==> src/rtl/spihc_pkg.sv <==
package spihc_pkg;

  localparam int PRESC_W   = 5;
  localparam int HALF_W    = 4;
  localparam logic [PRESC_W-1:0] PRESC_BASE = 5'h10;
  localparam logic [PRESC_W-1:0] PRESC_MIN  = 5'h12;

  typedef enum logic [2:0] {
    REG_CTRL  = 3'd0,
    REG_CFG   = 3'd1,
    REG_TXD   = 3'd2,
    REG_RXD   = 3'd3,
    REG_CAUSE = 3'd4
  } regIdx_e;

  // strobes from control to datapath
  typedef struct packed {
    logic load;    // capture a new transmit word
    logic sample;  // rising serial edge: take one receive bit
    logic shift;   // falling serial edge: advance the transmit bit
    logic finish;  // last falling edge: latch the received word
    logic wide;    // word size applied on load
  } dpStrobe_t;

  // half of the serial clock period, in core cycles
  function automatic logic [HALF_W-1:0] halfFromCode(input logic [PRESC_W-1:0] code);
    if (code < PRESC_MIN) return HALF_W'(2);
    return HALF_W'(code - PRESC_BASE);
  endfunction

endpackage

==> src/rtl/spihc_ctrl.sv <==
module spihc_ctrl
  import spihc_pkg::*;
#(
  parameter int ADDR_W    = 5,
  parameter int BUS_W     = 32,
  parameter int WORD_W    = 16,
  parameter int NARROW_W  = 8,
  parameter logic [5:0] CFG_RESET = 6'h12
) (
  input  logic              clk,
  input  logic              rstN,
  input  logic              busWr,
  input  logic [ADDR_W-1:0] busAddr,
  input  logic [BUS_W-1:0]  busWdata,
  output logic [BUS_W-1:0]  busRdata,
  input  logic [WORD_W-1:0] rxWord,
  output dpStrobe_t         stb,
  output logic              spiSclk,
  output logic              spiCsN
);

  localparam int BIT_CNT_W = $clog2(WORD_W);
  localparam logic [BIT_CNT_W-1:0] LAST_WIDE   = BIT_CNT_W'(WORD_W - 1);
  localparam logic [BIT_CNT_W-1:0] LAST_NARROW = BIT_CNT_W'(NARROW_W - 1);

  regIdx_e regIdx;
  logic wrCtrl, wrCfg, wrTx, wrCause;
  logic ctrlCs, causeFlag, busy, phaseHigh, wideLat;
  logic [5:0] cfgReg;
  logic [HALF_W-1:0] halfCnt, halfLat;
  logic [BIT_CNT_W-1:0] bitCnt;
  logic lastHalf, lastBit;
  logic unusedAddrLow;

  assign unusedAddrLow = ^busAddr[1:0];
  assign regIdx  = regIdx_e'(busAddr[ADDR_W-1:2]);
  assign wrCtrl  = busWr && (regIdx == REG_CTRL);
  assign wrCfg   = busWr && (regIdx == REG_CFG);
  assign wrTx    = busWr && (regIdx == REG_TXD);
  assign wrCause = busWr && (regIdx == REG_CAUSE);

  assign lastHalf = (halfCnt == (halfLat - HALF_W'(1)));
  assign lastBit  = (bitCnt == (wideLat ? LAST_WIDE : LAST_NARROW));

  always_comb begin
    stb.load   = wrTx && !busy;
    stb.sample = busy && lastHalf && !phaseHigh;
    stb.shift  = busy && lastHalf && phaseHigh && !lastBit;
    stb.finish = busy && lastHalf && phaseHigh && lastBit;
    stb.wide   = cfgReg[5];
  end

  // host registers
  always_ff @(posedge clk or negedge rstN) begin
    if (!rstN) begin
      ctrlCs    <= 1'b0;
      cfgReg    <= CFG_RESET;
      causeFlag <= 1'b0;
    end else begin
      if (wrCtrl) ctrlCs <= busWdata[0];
      if (wrCfg)  cfgReg <= busWdata[5:0];
      if (stb.finish)
        causeFlag <= 1'b1;
      else if (wrCause && (busWdata == '0))
        causeFlag <= 1'b0;
    end
  end

  // serial clock sequencer
  always_ff @(posedge clk or negedge rstN) begin
    if (!rstN) begin
      busy      <= 1'b0;
      phaseHigh <= 1'b0;
      halfCnt   <= '0;
      halfLat   <= HALF_W'(2);
      bitCnt    <= '0;
      wideLat   <= 1'b0;
    end else if (stb.load) begin
      busy      <= 1'b1;
      phaseHigh <= 1'b0;
      halfCnt   <= '0;
      bitCnt    <= '0;
      halfLat   <= halfFromCode(cfgReg[PRESC_W-1:0]);
      wideLat   <= cfgReg[5];
    end else if (busy) begin
      if (lastHalf) begin
        halfCnt <= '0;
        if (!phaseHigh) begin
          phaseHigh <= 1'b1;
        end else begin
          phaseHigh <= 1'b0;
          if (lastBit) busy <= 1'b0;
          else         bitCnt <= bitCnt + BIT_CNT_W'(1);
        end
      end else begin
        halfCnt <= halfCnt + HALF_W'(1);
      end
    end
  end

  assign spiSclk = phaseHigh;
  assign spiCsN  = !ctrlCs;

  always_comb begin
    busRdata = '0;
    case (regIdx)
      REG_CTRL:  busRdata = {{(BUS_W-2){1'b0}}, busy, ctrlCs};
      REG_CFG:   busRdata = {{(BUS_W-6){1'b0}}, cfgReg};
      REG_RXD:   busRdata = {{(BUS_W-WORD_W){1'b0}}, rxWord};
      REG_CAUSE: busRdata = {{(BUS_W-1){1'b0}}, causeFlag};
      default:   busRdata = '0;
    endcase
  end

  // chip select follows the last control write
  assert_cs_write_R2: assert property (@(posedge clk) disable iff (!rstN)
    wrCtrl |=> (spiCsN == !$past(busWdata[0])));

  // serial clock is low whenever no word is in flight
  assert_idle_clock_low_R5: assert property (@(posedge clk) disable iff (!rstN)
    !busy |-> !spiSclk);

  // captured half period stays in the legal 2..15 range
  assert_half_range_R4: assert property (@(posedge clk) disable iff (!rstN)
    busy |-> (halfLat >= HALF_W'(2)) && (halfLat <= HALF_W'(15)));

  // a transmit write during a word neither restarts nor ends it
  assert_busy_write_ignored_R9: assert property (@(posedge clk) disable iff (!rstN)
    (busy && wrTx && !stb.finish) |=> (busy && $stable(halfLat) && $stable(wideLat)));

  // completion raises the cause flag
  assert_cause_set_R7: assert property (@(posedge clk) disable iff (!rstN)
    stb.finish |=> causeFlag);

  // a zero write clears the flag when no word completes
  assert_cause_clear_R7: assert property (@(posedge clk) disable iff (!rstN)
    (wrCause && (busWdata == '0) && !stb.finish) |=> !causeFlag);

endmodule

==> src/rtl/spihc_datapath.sv <==
module spihc_datapath
  import spihc_pkg::*;
#(
  parameter int WORD_W   = 16,
  parameter int NARROW_W = 8
) (
  input  logic              clk,
  input  logic              rstN,
  input  dpStrobe_t         stb,
  input  logic [WORD_W-1:0] txWord,
  input  logic              spiMiso,
  output logic              spiMosi,
  output logic [WORD_W-1:0] rxWord
);

  localparam logic [WORD_W-1:0] NARROW_MASK = WORD_W'((1 << NARROW_W) - 1);

  logic [WORD_W-1:0] txSh, rxSh, rxHold;
  logic wideDp;

  always_ff @(posedge clk or negedge rstN) begin
    if (!rstN) begin
      txSh   <= '0;
      rxSh   <= '0;
      rxHold <= '0;
      wideDp <= 1'b0;
    end else begin
      if (stb.load) begin
        txSh   <= txWord;
        rxSh   <= '0;
        wideDp <= stb.wide;
      end else begin
        if (stb.shift)  txSh <= txSh << 1;
        if (stb.sample) rxSh <= {rxSh[WORD_W-2:0], spiMiso};
      end
      if (stb.finish)
        rxHold <= wideDp ? rxSh : (rxSh & NARROW_MASK);
    end
  end

  assign spiMosi = wideDp ? txSh[WORD_W-1] : txSh[NARROW_W-1];
  assign rxWord  = rxHold;

  // a narrow word leaves the upper receive bits zero
  assert_rx_zero_ext_R8: assert property (@(posedge clk) disable iff (!rstN)
    (stb.finish && !wideDp) |=> (rxHold[WORD_W-1:NARROW_W] == '0));

  // load and shift never coincide
  assert_load_excl_R6: assert property (@(posedge clk) disable iff (!rstN)
    stb.load |-> !stb.shift && !stb.sample && !stb.finish);

endmodule

==> src/rtl/spi_word_master.sv <==
module spi_word_master
  import spihc_pkg::*;
#(
  parameter int ADDR_W   = 5,
  parameter int BUS_W    = 32,
  parameter int WORD_W   = 16,
  parameter int NARROW_W = 8
) (
  input  logic              clk,
  input  logic              rstN,
  input  logic              busWr,
  input  logic [ADDR_W-1:0] busAddr,
  input  logic [BUS_W-1:0]  busWdata,
  output logic [BUS_W-1:0]  busRdata,
  output logic              spiSclk,
  output logic              spiMosi,
  input  logic              spiMiso,
  output logic              spiCsN
);

  dpStrobe_t stb;
  logic [WORD_W-1:0] rxWord;

  spihc_ctrl #(
    .ADDR_W(ADDR_W), .BUS_W(BUS_W), .WORD_W(WORD_W), .NARROW_W(NARROW_W)
  ) uCtrl (
    .clk(clk), .rstN(rstN), .busWr(busWr), .busAddr(busAddr),
    .busWdata(busWdata), .busRdata(busRdata), .rxWord(rxWord),
    .stb(stb), .spiSclk(spiSclk), .spiCsN(spiCsN)
  );

  spihc_datapath #(
    .WORD_W(WORD_W), .NARROW_W(NARROW_W)
  ) uDp (
    .clk(clk), .rstN(rstN), .stb(stb), .txWord(busWdata[WORD_W-1:0]),
    .spiMiso(spiMiso), .spiMosi(spiMosi), .rxWord(rxWord)
  );

  // data out holds while the serial clock is high
  assert_mosi_stable_high_R5: assert property (@(posedge clk) disable iff (!rstN)
    (spiSclk && $past(spiSclk)) |-> $stable(spiMosi));

endmodule

==> config.mk <==
export PLATFORM = sky130hd
export DESIGN_NAME = spi_word_master
export DESIGN_NICKNAME = d
export VERILOG_FILES = /design/src/rtl/spihc_pkg.sv /design/src/rtl/spihc_ctrl.sv /design/src/rtl/spihc_datapath.sv /design/src/rtl/spi_word_master.sv
export SDC_FILE = /design/constraint.sdc
export NUM_CORES = 1
export LEC_CHECK = 0
export BUFFER_PORTS_ARGS = -buffer_cell sky130_fd_sc_hd__buf_2
export CORE_UTILIZATION = 55
export DETAILED_ROUTE_END_ITERATION = 7
export PLACE_DENSITY = 0.8
export RECOVER_POWER = 100
export SYNTH_ARGS = -nofsm -noshare
export SYNTH_HDL_FRONTEND = slang
export SYNTH_SLANG_ARGS = --single-unit
==> constraint.sdc <==
create_clock -name clk -period 5.4 [get_ports clk]
set_input_delay 0.27 -clock clk [delete_from_list [all_inputs] [get_ports clk]]
set_output_delay 0.27 -clock clk [all_outputs]
set_load 0.05 [all_outputs]
Word level (Yosys, flattened, before mapping)
Index checks and enable logic that the tools add are counted.
{"block": "word_totals", "inputBits": 41, "regBits": 71, "wordCells": 80, "output_inout_bits": 35}
{"block": "classes", "n_eq_ne": 7, "n_addsub": 4, "muxes": 31, "reduce_logical": 25, "magnitude_cmp": 1}
{"operator": "16-bit two-way mux", "n": 5}
{"operator": "16-bit one-hot mux with 4 select lines", "n": 1}
{"operator": "4-bit two-way mux", "n": 11}
{"operator": "32-bit logical NOT", "n": 1}
{"operator": "1-bit two-way mux", "n": 14}
{"operator": "2-bit nonzero test", "n": 6}
{"operator": "1-bit logical AND", "n": 11}
{"operator": "4-bit by 1-bit adder with 4-bit output, second input constant", "n": 2}
{"operator": "4-bit == test", "n": 2}
{"operator": "4-bit by 1-bit subtractor with 4-bit output, second input constant", "n": 2}
{"operator": "3-bit by 2-bit == test with 1-bit output, second input constant", "n": 2}
{"operator": "5-bit less-than comparator, second input constant", "n": 1}
{"operator": "1-bit logical NOT", "n": 4}
{"operator": "4-bit AND reduction", "n": 1}
{"operator": "3-bit by 1-bit == test with 1-bit output, second input constant", "n": 1}
{"operator": "3-bit == test, second input constant", "n": 1}
{"operator": "3-bit logical NOT", "n": 1}
{"operator": "2-bit != test, second input constant", "n": 1}
{"operator": "2-bit AND reduction", "n": 1}

Longest topological paths before layout
Gate-level depths: netlist (run 1).
{"block": "logic_depth", "word_depth": 7, "ltp_mapped": 8, "mapped_depth_nobuf": 7}

Cells and area by module
Synthesis (run 1) repeated with hierarchy kept, for this count alone.
{"block": "unflattened", "cells_unflattened": 347, "area_unflattened_um2": 3626.0}
{"module": "spihc_datapath", "cells_each": 176, "area_per_inst_um2": 2098.3, "instances": 1, "seq_area_each_um2": 1226.2}
{"module": "spihc_ctrl", "cells_each": 171, "area_per_inst_um2": 1527.7, "instances": 1, "seq_area_each_um2": 579.3}

Worst setup path after synthesis (run 1)
Ideal clock, no wire load.
{"block": "synth_timing", "kind": "in2out", "start": "in busAddr[2]", "end": "out busRdata[10]", "path_stages": 4, "t_arrival_ns": 1.972, "t_required_ns": 5.130, "path_buffers": 2, "setup_slack_ns": 3.158, "path_cell_list": "clkbuf_1 > nand2b_1 > buf_1 > nor3_1"}
{"block": "synth_via", "elab_chain_len": 2, "word_cells_on_any_way": 5, "cone_classes": "eq/ne (3); mux (1); reduce/logical (1)"}
{"element": "start, declared", "line": "spi_word_master.sv:12", "text": "input logic [ADDR_W-1:0] busAddr,"}
{"element": "3-bit == test (tied with other cells)", "line": "spihc_ctrl.sv:106", "text": "case (regIdx)"}
{"element": "16-bit one-hot mux with 4 select lines *", "line": "spihc_ctrl.sv:106"}
{"element": "end, declared", "line": "spi_word_master.sv:14", "text": "output logic [BUS_W-1:0] busRdata,"}
Every way passes the cells marked *; elsewhere a longest branch is shown, timed or not.

Worst setup path after layout (run 1)
{"block": "layout_timing", "start": "reg uCtrl.halfLat[1]", "end": "reg uDp.rxHold[5], in the netlist uDp.rxWord[5]"}
{"block": "layout_via", "elab_chain_len": 5}
{"element": "start, declared", "line": "spihc_ctrl.sv:30", "text": "logic [HALF_W-1:0] halfCnt, halfLat;"}
{"element": "start signal, assigned", "line": "spihc_ctrl.sv:83", "text": "halfLat <= halfFromCode(cfgReg[PRESC_W-1:0]);"}
{"element": "4-bit by 1-bit subtractor with 4-bit output", "line": "spihc_ctrl.sv:42", "text": "assign lastHalf = (halfCnt == (halfLat - HALF_W'(1)));"}
{"element": "4-bit == test", "line": "spihc_ctrl.sv:42"}
{"element": "1-bit logical AND (3 in a row)", "line": "spihc_ctrl.sv:49", "text": "stb.finish = busy && lastHalf && phaseHigh && lastBit;"}
{"element": "end signal, assigned", "line": "spihc_datapath.sv:37", "text": "rxHold <= wideDp ? rxSh : (rxSh & NARROW_MASK);"}
{"element": "end, declared", "line": "spihc_datapath.sv:18", "text": "logic [WORD_W-1:0] txSh, rxSh, rxHold;"}
No other way between the ends.
A chain may end at the register's enable or synchronous reset.

==> results of run 1 <==
## cell usage in the layout, fill, tap and decap left out, types with 4 or more instances in the layout
master | netlist | routed
clkbuf_8 | 0 | 11
nand3_1 | 4 | 5
clkbuf_1 | 9 | 24
xor2_1 | 4 | 4
mux2i_1 | 41 | 41
inv_1 | 13 | 13
mux2_2 | 13 | 11
conb_1 | 1 | 16
a21oi_1 | 15 | 15
nor3_1 | 11 | 11
nand2b_1 | 5 | 5
nor4_1 | 9 | 8
o21ai_0 | 13 | 13
buf_2 | 5 | 36
nand2_1 | 43 | 43
nor2_1 | 37 | 37
dfrtp_1 | 68 | 68
## layout make-up
| class | count | area (um^2) | share of cell area |
|---|---|---|---|
| clock buffer | 11 | 151 | 0.0379 |
| clock inverter | 5 | 80.1 | 0.0200 |
| inverter | 13 | 48.8 | 0.0122 |
| multi-input combinational | 243 | 1560 | 0.390 |
| sequential | 71 | 1780 | 0.445 |
| tap | 75 | 93.8 | 0.0235 |
| timing repair buffer | 62 | 285 | 0.0714 |
## how the worst max path moves through the flow
stage / start / end / slack [ns] / cells after the start
floorplan: busAddr[2] / busRdata[10] / 3.16 / 4
global placement: uCtrl.halfLat[1] / uDp.rxWord[7] / 2.84 / 7
detailed placement: uCtrl.halfLat[1] / uDp.rxWord[5] / 2.74 / 7
CTS: uCtrl.halfLat[1] / uDp.rxWord[5] / 2.71 / 7
global route: uCtrl.halfLat[1] / uDp.rxWord[5] / 2.05 / 7
finish: uCtrl.halfLat[1] / uDp.rxWord[5] / 2.24 / 7
## logic make-up after synthesis
family / share of synthesized area
other cells: 0.00106
buf+inv: 0.0717
compound gates: 0.0695
mux: 0.161
simple gates: 0.160
flops: 0.502
fa+ha+maj: 0.0106
xor+xnor: 0.0236
## power by group through the flow
stage / Sequential [uW] / Combinational (uW) / Clock [uW]
after floorplan: 831 / 502 / 0
after global placement: 860 / 571 / 0
after detailed placement: 873 / 596 / 0
after CTS: 865 / 599 / 489
after global routing: 892 / 644 / 512
final: 865 / 580 / 484
## stage by stage
stage | cell area (um^2) | total power, uW | hold slack, ns | setup WS [ns] | instances
2_1_floorplan | 3600 | 1330 | -0.0256 | 3.16 | 360
3_3_place_gp | 3820 | 1430 | 0.474 | 2.84 | 464
3_5_place_dp | 3820 | 1470 | 0.479 | 2.74 | 464
4_1_cts | 4060 | 1950 | 0.136 | 2.71 | 480
5_1_grt | 4000 | 2050 | 0.145 | 2.05 | 480
6_report | 4000 | 1930 | 0.125 | 2.24 | 480
## flip-flops by register name (all words and copies together) (netlist names)
register         count
uDp.rxWord          16
uCtrl.halfLat        4
uCtrl.spiSclk        1
uCtrl.busy           1
uDp.txSh            16
uCtrl.ctrlCs         1
uCtrl.causeFlag      1
uCtrl.cfgReg         6
uCtrl.halfCnt        4
uCtrl.bitCnt         4
uCtrl.wideLat        1
uDp.rxSh            16
## critical path, cell delays in order, from the launching register on
cell and delay [ns]:
dfstp_2 0.53, inv_1 0.05, ha_1 0.20, xnor3_1 0.30, nand3_1 0.18, nor2_1 0.20, nand4_1 0.87, mux2_1 0.68
## layer usage
metal	up-vias	part of all wire	track usage
li1	1263	-	-
met1	1271	0.45	0.308
met2	75	0.49	0.382
met3	9	0.049	0.0516
met4	0	0.013	0.0825
met5	-	0	0
==> flow_summary.ini, run 1 <==
[status]
outcome = finished with violations
violations = capacitance limit, slew limit

[sta]
setup_viol = 0
max_freq_ghz = 0.317
tightestPinTransition_ns = 1.52
slew_violations = 40
slew_headroom = -0.0144
rsz0062_at_grt = false
setup_tns_ns = 0
skew_ns = 0.00971
timing_hold_violations_final = 0
timing.final.crit_share = 0.585
post-route-min-period_ns = 3.16

[layout]
utilization = 0.660
final_nets = 444
n_fill_cell = 511
area_delta_synth_final_pct = 12.8
antennaDiodeCount = 0
layout-drive-gt1-share = 0.178

[synthesis]
ys.flop_type = dfrtp_1
yosys_warnings = 0
ys_ff_latch = 71
netlist_area_mm2 = 0.00354
synth_edf_count = 0
synth.top_cells.by_count = dfrtp_1 (68), nand2_1 (43), mux2i_1 (41)
synth_seq_area_share = 0.502
synth_cell_type_count = 42
synthTopCellsByArea = dfrtp_1 (48%), mux2i_1 (12%), nand2_1 (4.6%)
syn_avg_cell_area_um2 = 10.3
synth_largest_area_cell = dfrtp_1
synthCells = 345
async_reset_ff_frac = 1.00
synth.top_cell.area_share = 0.480
yosysMostFrequentCell = dfrtp_1

[grt]
grt_overflow = 0
grt_max_degree = 72
antenna_found_initial = 0
grtUsageTotal = 0.234
grt_pass1_wl_um = 11700
first_global_vias = 2450

[clock_tree]
clock_path_buffers = 2
cts_hold_buf = 0
insertion_delay_ns = 0.34
cts_buffers = 9
clockRootBuffer = clkbuf_8
tritoncts = built
cts-htree-levels = 3
clk_pin_slew_worst_paths_ns = 0.08
clock-sinks = 71
postCtsSetupBuffers = 0
cts_resized = 0

[route]
drtPass1Iterations = 4
num_vias = 2618
remaining_drc_errors = 0
drt_iter0_drc = 190
vias_per_cell = 5.45
wire_per_inst_um = 14.5
wl_um = 6980
antenna_left = 0

[critical_path]
r2r_start = uCtrl.halfLat[1]
critPathKind = register to register
r2r_cells = 7
arrival_ns = 3.37
rrSetupSlack_ns = 2.24
worstReg2RegEnd = uDp.rxWord[5]
critPathMaxFanout = 17
cp-end-kind = register
required_ns = 5.62
cp-start-kind = register

[pwr]
switching_share = 0.351
netSwitchingPower_uw = 678
peakVddDrop_mv = 0.275
combPwrFrac = 0.301
clkPwrFrac = 0.251
p_leak_uw = 0.00183
pwr-share-seq = 0.448
cellPowerDensity_mw_per_mm2 = 483
power.internal_uw = 1250

[die]
start_util = 0.585
core-area_mm2 = 0.00606
die_h_um = 82.3
rows = 28
pin_count = 76
die_w_um = 82.3
dieArea_mm2 = 0.00677

[placed_design]
port_buffers = 57
finalWeightedCongestion = 0.811
place_hpwl_um = 4860

[flow_run]
max-cap-violations = 1

[worst_hold_path]
hold_class = input port to async pin
Power figures use the tool's default switching activity.
==> run 2: changes to the inputs <==
--- a/config.mk
+++ b/config.mk
@@ -5,6 +5,7 @@
 export SDC_FILE = /design/constraint.sdc
 export NUM_CORES = 1
 export LEC_CHECK = 0
+export ABC_AREA = 1
 export BUFFER_PORTS_ARGS = -buffer_cell sky130_fd_sc_hd__buf_2
 export CORE_UTILIZATION = 55
 export DETAILED_ROUTE_END_ITERATION = 7
==> constraint.sdc (replaced) <==
create_clock -name clk -period 3.02 [get_ports clk]
set_input_delay 0.151 -clock clk [delete_from_list [all_inputs] [get_ports clk]]
set_output_delay 0.151 -clock clk [all_outputs]
set_load 0.05 [all_outputs]
==> run 2 against run 1 <==
Against the previous run: the run still ends with capacitance limit, slew limit left; flip-flop and latch count unchanged; synthesized cell count is 47% higher; worst setup slack worse by 1.7 ns; largest cell class unchanged.
==> flow_summary.ini, run 2 <==
[status]
outcome = finished with violations
violations = capacitance limit, slew limit

[pwr]
peakVddDrop_mv = 0.521
cellPowerDensity_mw_per_mm2 = 674
p_leak_uw = 0.00230
power_uw = 2820

[route]
antenna_left = 0
vias_per_cell = 5.20
drtPass1Iterations = 5
wl_um = 8220
drt_iter0_drc = 201
remaining_drc_errors = 0
num_vias = 3337
wire_per_inst_um = 12.8

[layout]
n_fill_cell = 595
final_nets = 604
utilization = 0.640
area_delta_synth_final_pct = 9.57
stdcell_count = 642
final_cell_area_mm2 = 0.00418
layout-drive-gt1-share = 0.127
layout_commonest_cell = nand2_1
antennaDiodeCount = 0
final_cell_mix = nand2_1 (169), dfrtp_1 (68), nand3_1 (59)

[clock_tree]
cts-htree-levels = 3
cts_resized = 0
clockRootBuffer = clkbuf_8
clk_pin_slew_worst_paths_ns = 0.07
insertion_delay_ns = 0.35
tritoncts = built
postCtsSetupBuffers = 0
clock_path_buffers = 2
cts_buffers = 9
clock-sinks = 71

[placed_design]
finalWeightedCongestion = 0.882
dp_cells = 625
port_buffers = 57
place_hpwl_um = 5920
dpl_cell_area_mm2 = 0.00407

[die]
dieArea_mm2 = 0.00728
die_w_um = 85.3
core-area_mm2 = 0.00653
rows = 29
pin_count = 76
start_util = 0.584
die_h_um = 85.3

[sta]
timing.final.crit_share = 0.813
rsz0062_at_grt = false
setup_tns_ns = 0
tightestPinTransition_ns = 1.55
max_freq_ghz = 0.407
timing_hold_violations_final = 0
post-route-min-period_ns = 2.46
slew_headroom = -0.0348
setup_viol = 0
skew_ns = 0.00819
slew_violations = 30

[synthesis]
synthTopCellsByArea = dfrtp_1 (45%), nand2_1 (17%), nand3_1 (7.9%)
ys.flop_type = dfrtp_1
yosys_warnings = 0
synth_edf_count = 0
yosysMostFrequentCell = nand2_1
ys_ff_latch = 71
syn_avg_cell_area_um2 = 7.53
synth.top_cells.by_count = nand2_1 (168), dfrtp_1 (68), nand3_1 (60)
synthCells = 507
synth_seq_area_share = 0.466
async_reset_ff_frac = 1.00
synth_largest_area_cell = dfrtp_1
netlist_area_mm2 = 0.00382
synth.top_cell.area_share = 0.446
synth_cell_type_count = 33

[grt]
grt_overflow = 0
busiest_layer = met2
grtUsageMet2 = 0.390
use_met3 = 0.0564
met1_usage = 0.332
grtUsageTotal = 0.246
grt_max_degree = 39
antenna_found_initial = 0
first_global_vias = 3079
grt_pass1_wl_um = 14000

[critical_path]
required_ns = 3.23
critPathMaxFanout = 13
cp-end-kind = register
cp-start-kind = register
critPathKind = register to register
arrival_ns = 2.66

[worst_hold_path]
hold_class = input port to register

[flow_run]
max-cap-violations = 1
==> run 2: path summary, 6_finish.rpt <==
kind,startpoint,to,slack (ns),cells after the start
setup / recovery,uCtrl.halfLat[1],uDp.txSh[0],0.56,9
hold / removal,spiMiso,uDp.rxSh[0],0.04,3
setup reg to reg,uCtrl.halfLat[1],uDp.txSh[0],0.56,9
hold reg to reg,uDp.rxWord[3],uDp.rxWord[3],0.48,2
max in group asynchronous,rstN,uCtrl.halfCnt[0],0.90,3
min in group asynchronous,rstN,uDp.txSh[2],0.71,2
==> run 2: area by class of cell <==
type                            count  area, um^2  area share
Sequential cell                    71        1780       0.426
Multi-Input combinational cell    350        1600       0.383
Timing Repair Buffer               62         290      0.0694
Inverter                           66         250      0.0598
Clock buffer                       14         153      0.0365
Tap cell                           77        96.3      0.0230
Clock inverter                      2        10.0     0.00239
==> run 2: critical path, cell delays in order (launching register included) <==
cell and delay [ns]:
dfstp_2 0.52, inv_1 0.06, ha_1 0.29, or2_0 0.13
nand3_2 0.07, nor2_1 0.33, nand3_2 0.34, clkbuf_1 0.34
nand3_1 0.13, o21ai_0 0.10
==> run 2: stage by stage <==
stage	hold slack, ns	worst slack (ns)
5_1_grt	0.0517	0.367
2_1_floorplan	-0.145	1.20
3_5_place_dp	0.214	0.898
4_1_cts	0.0314	0.871
6_report	0.0422	0.564
3_3_place_gp	0.209	0.947
==> run 2: where the power goes <==
group          switching (uW)  internal [uW]
Clock                     337            319
Sequential                178           1170
Combinational             549            268
==> run 2: repair_timing <==
item | in CTS | in global routing
endpoints found under the setup margin | 0 | 0
hold buffers | 1 | 0
endpoints found under the hold margin | 24 | 0
==> run 2: metal layers <==
layer	up-vias	routed length, um
met5	-	0
li1	1673	-
met2	82	3920
met3	16	434
met1	1566	3730
met4	0	139
==> run 2: kinds of logic (layout without fill, tap and decap cells) <==
family,after synthesis,count (layout),synth area share
XOR/XNOR,3,3,0.00688
adder cells (fa/ha/maj),3,3,0.00983
AO/OA/AOI/OAI,44,44,0.0613
AND/OR/NAND/NOR,284,284,0.329
other,1,16,0.000982
flip-flops,71,71,0.466
buffers and inverters,101,144,0.126
==> run 3: changes to the inputs <==
--- a/config.mk
+++ b/config.mk
@@ -5,11 +5,11 @@
 export SDC_FILE = /design/constraint.sdc
 export NUM_CORES = 1
 export LEC_CHECK = 0
-export ABC_AREA = 1
+export ABC_AREA = 0
 export BUFFER_PORTS_ARGS = -buffer_cell sky130_fd_sc_hd__buf_2
-export CORE_UTILIZATION = 55
+export CORE_UTILIZATION = 49
 export DETAILED_ROUTE_END_ITERATION = 7
-export PLACE_DENSITY = 0.8
+export PLACE_DENSITY = 0.76
 export RECOVER_POWER = 100
 export SYNTH_ARGS = -nofsm -noshare
 export SYNTH_HDL_FRONTEND = slang
==> constraint.sdc (replaced) <==
create_clock -name clk -period 2.1 [get_ports clk]
set_input_delay 0.105 -clock clk [delete_from_list [all_inputs] [get_ports clk]]
set_output_delay 0.105 -clock clk [all_outputs]
set_load 0.05 [all_outputs]
==> run 3 against run 2 <==
Against the previous run: the flow finishes with violations (setup timing); total power grew 94%; combinational power increased by 140%; first-iteration DRC count shrank 9.0%; final cell count fell by 18%; clock power is 100% higher; clock-buffer cell count down 3; register-to-register slack got worse by 0.64 ns; critical endpoint is now uDp.rxWord[13]; hold slack got worse by 0.019 ns; highest routed layer unchanged.
==> flow_summary.ini, run 3 (same netlist as run 1, synthesis figures left out) <==
[critical_path]
critPathKind = register to register
path_cells = inv_2 > ha_4 > xor2_4 > nand3_2 > buf_4 > nor2_4 > nand4_4 > buf_6 > buf_4 > mux2i_2
arrival_ns = 2.44
cp_slowest_cell = dfstp_2
required_ns = 2.35
slowest_delay_ns = 0.54
cp-start-kind = register
r2r_start = uCtrl.halfLat[1]
critPathMaxFanout = 4
setup.worst_path.start = uCtrl.halfLat[1]
cp-end-kind = register
crit_path_frequent_cell = buf_4

[route]
remaining_drc_errors = 0
wl_um = 8050
drtPass1Iterations = 4
wire_per_inst_um = 15.3
antenna_left = 0
vias_per_cell = 5.30
drt_iter0_drc = 183
num_vias = 2788

[grt]
grt_overflow = 0
grt_max_degree = 50
grtUsageTotal = 0.231
antenna_found_initial = 0
grt_pass1_wl_um = 13200
first_global_vias = 2785

[layout]
final_cell_area_mm2 = 0.00439
final_nets = 469
area_delta_synth_final_pct = 23.8
final_cell_mix = dfrtp_1 (68), nand2_1 (43), mux2i_1 (39)
antennaDiodeCount = 0
layout_commonest_cell = dfrtp_1
n_fill_cell = 554
layout-drive-gt1-share = 0.244

[die]
dieArea_mm2 = 0.00758
die_h_um = 87.1
start_util = 0.513
rows = 30
pin_count = 76
core-area_mm2 = 0.00691
die_w_um = 87.1

[clock_tree]
tritoncts = built
clock-sinks = 71
cts-htree-levels = 3
clockRootBuffer = clkbuf_8
clk_pin_slew_worst_paths_ns = 0.08
clock_path_buffers = 2
insertion_delay_ns = 0.34
cts_buffers = 9

[sta]
setup_tns_ns = -0.853
fin_hold_ws_ns = 0.0234
fin_ws_ns = -0.0809
setup_viol = 30
skew_ns = 0.0113
rsz0062_at_grt = true
slew_headroom = 0.0964
timing_hold_violations_final = 0
post-route-min-period_ns = 2.18
timing.final.crit_share = 1.04
slew_violations = 0
tightestPinTransition_ns = 1.36
max_freq_ghz = 0.459

[pwr]
netSwitchingPower_uw = 1910
p_leak_uw = 0.00200
clkPwrFrac = 0.244
switching_share = 0.350
peakVddDrop_mv = 0.582
power_uw = 5470
pwr-share-seq = 0.404
cellPowerDensity_mw_per_mm2 = 1250
combPwrFrac = 0.351
power.internal_uw = 3560

[worst_hold_path]
hold_class = input port to register
min_from = busWdata[1]

[placed_design]
pre_cts_ws_ns = -0.00314
port_buffers = 57
place_hpwl_um = 5160
finalWeightedCongestion = 0.791
dpl_cell_area_mm2 = 0.00400

[status]
outcome = finished with violations
violations = setup timing

[flow_run]
max-cap-violations = 0
-- run 3: cell count changes in the layout (fill, tap and decap cells not counted), sizes merged, moves of 24 or more --
cell,change
inv,-50
nand2,-130
nand3,-57
buf,+24
o21ai,-25
mux2i,+41
-- run 3: cell type report --
type | instances | area, um^2 | area share
multi-input cells | 243 | 1620 | 0.369
inverters | 13 | 48.8 | 0.0111
well taps | 96 | 120 | 0.0274
repair buffers | 87 | 573 | 0.131
flip-flops and latches | 71 | 1780 | 0.406
clock buffers | 11 | 141 | 0.0322
clock inverters | 5 | 104 | 0.0237
-- run 3: final timing paths --
kind,end,slack (ns),depth (start not counted)
setup / recovery,uDp.rxWord[13],-0.08,10
hold / removal,uCtrl.cfgReg[1],0.02,3
setup reg to reg,uDp.rxWord[13],-0.08,10
hold reg to reg,uCtrl.halfLat[3],0.49,2
max in group asynchronous,uCtrl.cfgReg[4],0.41,3
min in group asynchronous,uDp.rxWord[10],0.60,2
-- run 3: layer usage --
layer | wire length, um | track usage
met1 | 3540 | 0.294
met2 | 3980 | 0.376
met3 | 348 | 0.0427
met4 | 189 | 0.121
met5 | 0 | 0
-- run 3: repair_timing --
item / 4_1_cts / 5_1_grt
hold endpoints to repair: 23 / 0
setup buffers: 10 / 3
gates resized for setup: 7 / 8
pin swaps: 4 / 3
hold buffers: 2 / 0
endpoints found under the setup margin: 17 / 53
cloned: 1 / 1
-- run 3: through the flow --
| stage | util | instances |
|---|---|---|
| finish | 0.636 | 526 |
| global route | 0.636 | 526 |
| CTS | 0.635 | 523 |
| detailed placement | 0.579 | 494 |
| global placement | 0.579 | 494 |
| floorplan | - | 360 |
-- run 3: critical path: cells and delay by family (launching register included) --
family | cells | cell delay (ns)
xor+xnor | 1 | 0.16
fa+ha+maj | 1 | 0.29
buf+inv | 4 | 0.57
flops | 1 | 0.54
mux | 1 | 0.20
simple gates | 3 | 0.35
-- run 3: power groups by stage --
stage               Clock (uW)  Combinational (uW)  Sequential [uW]
finish                    1340                1920             2210
global route              1430                2110             2270
CTS                       1360                1910             2200
detailed placement           0                1680             2220
global placement             0                1610             2200
floorplan                    0                1320             2140
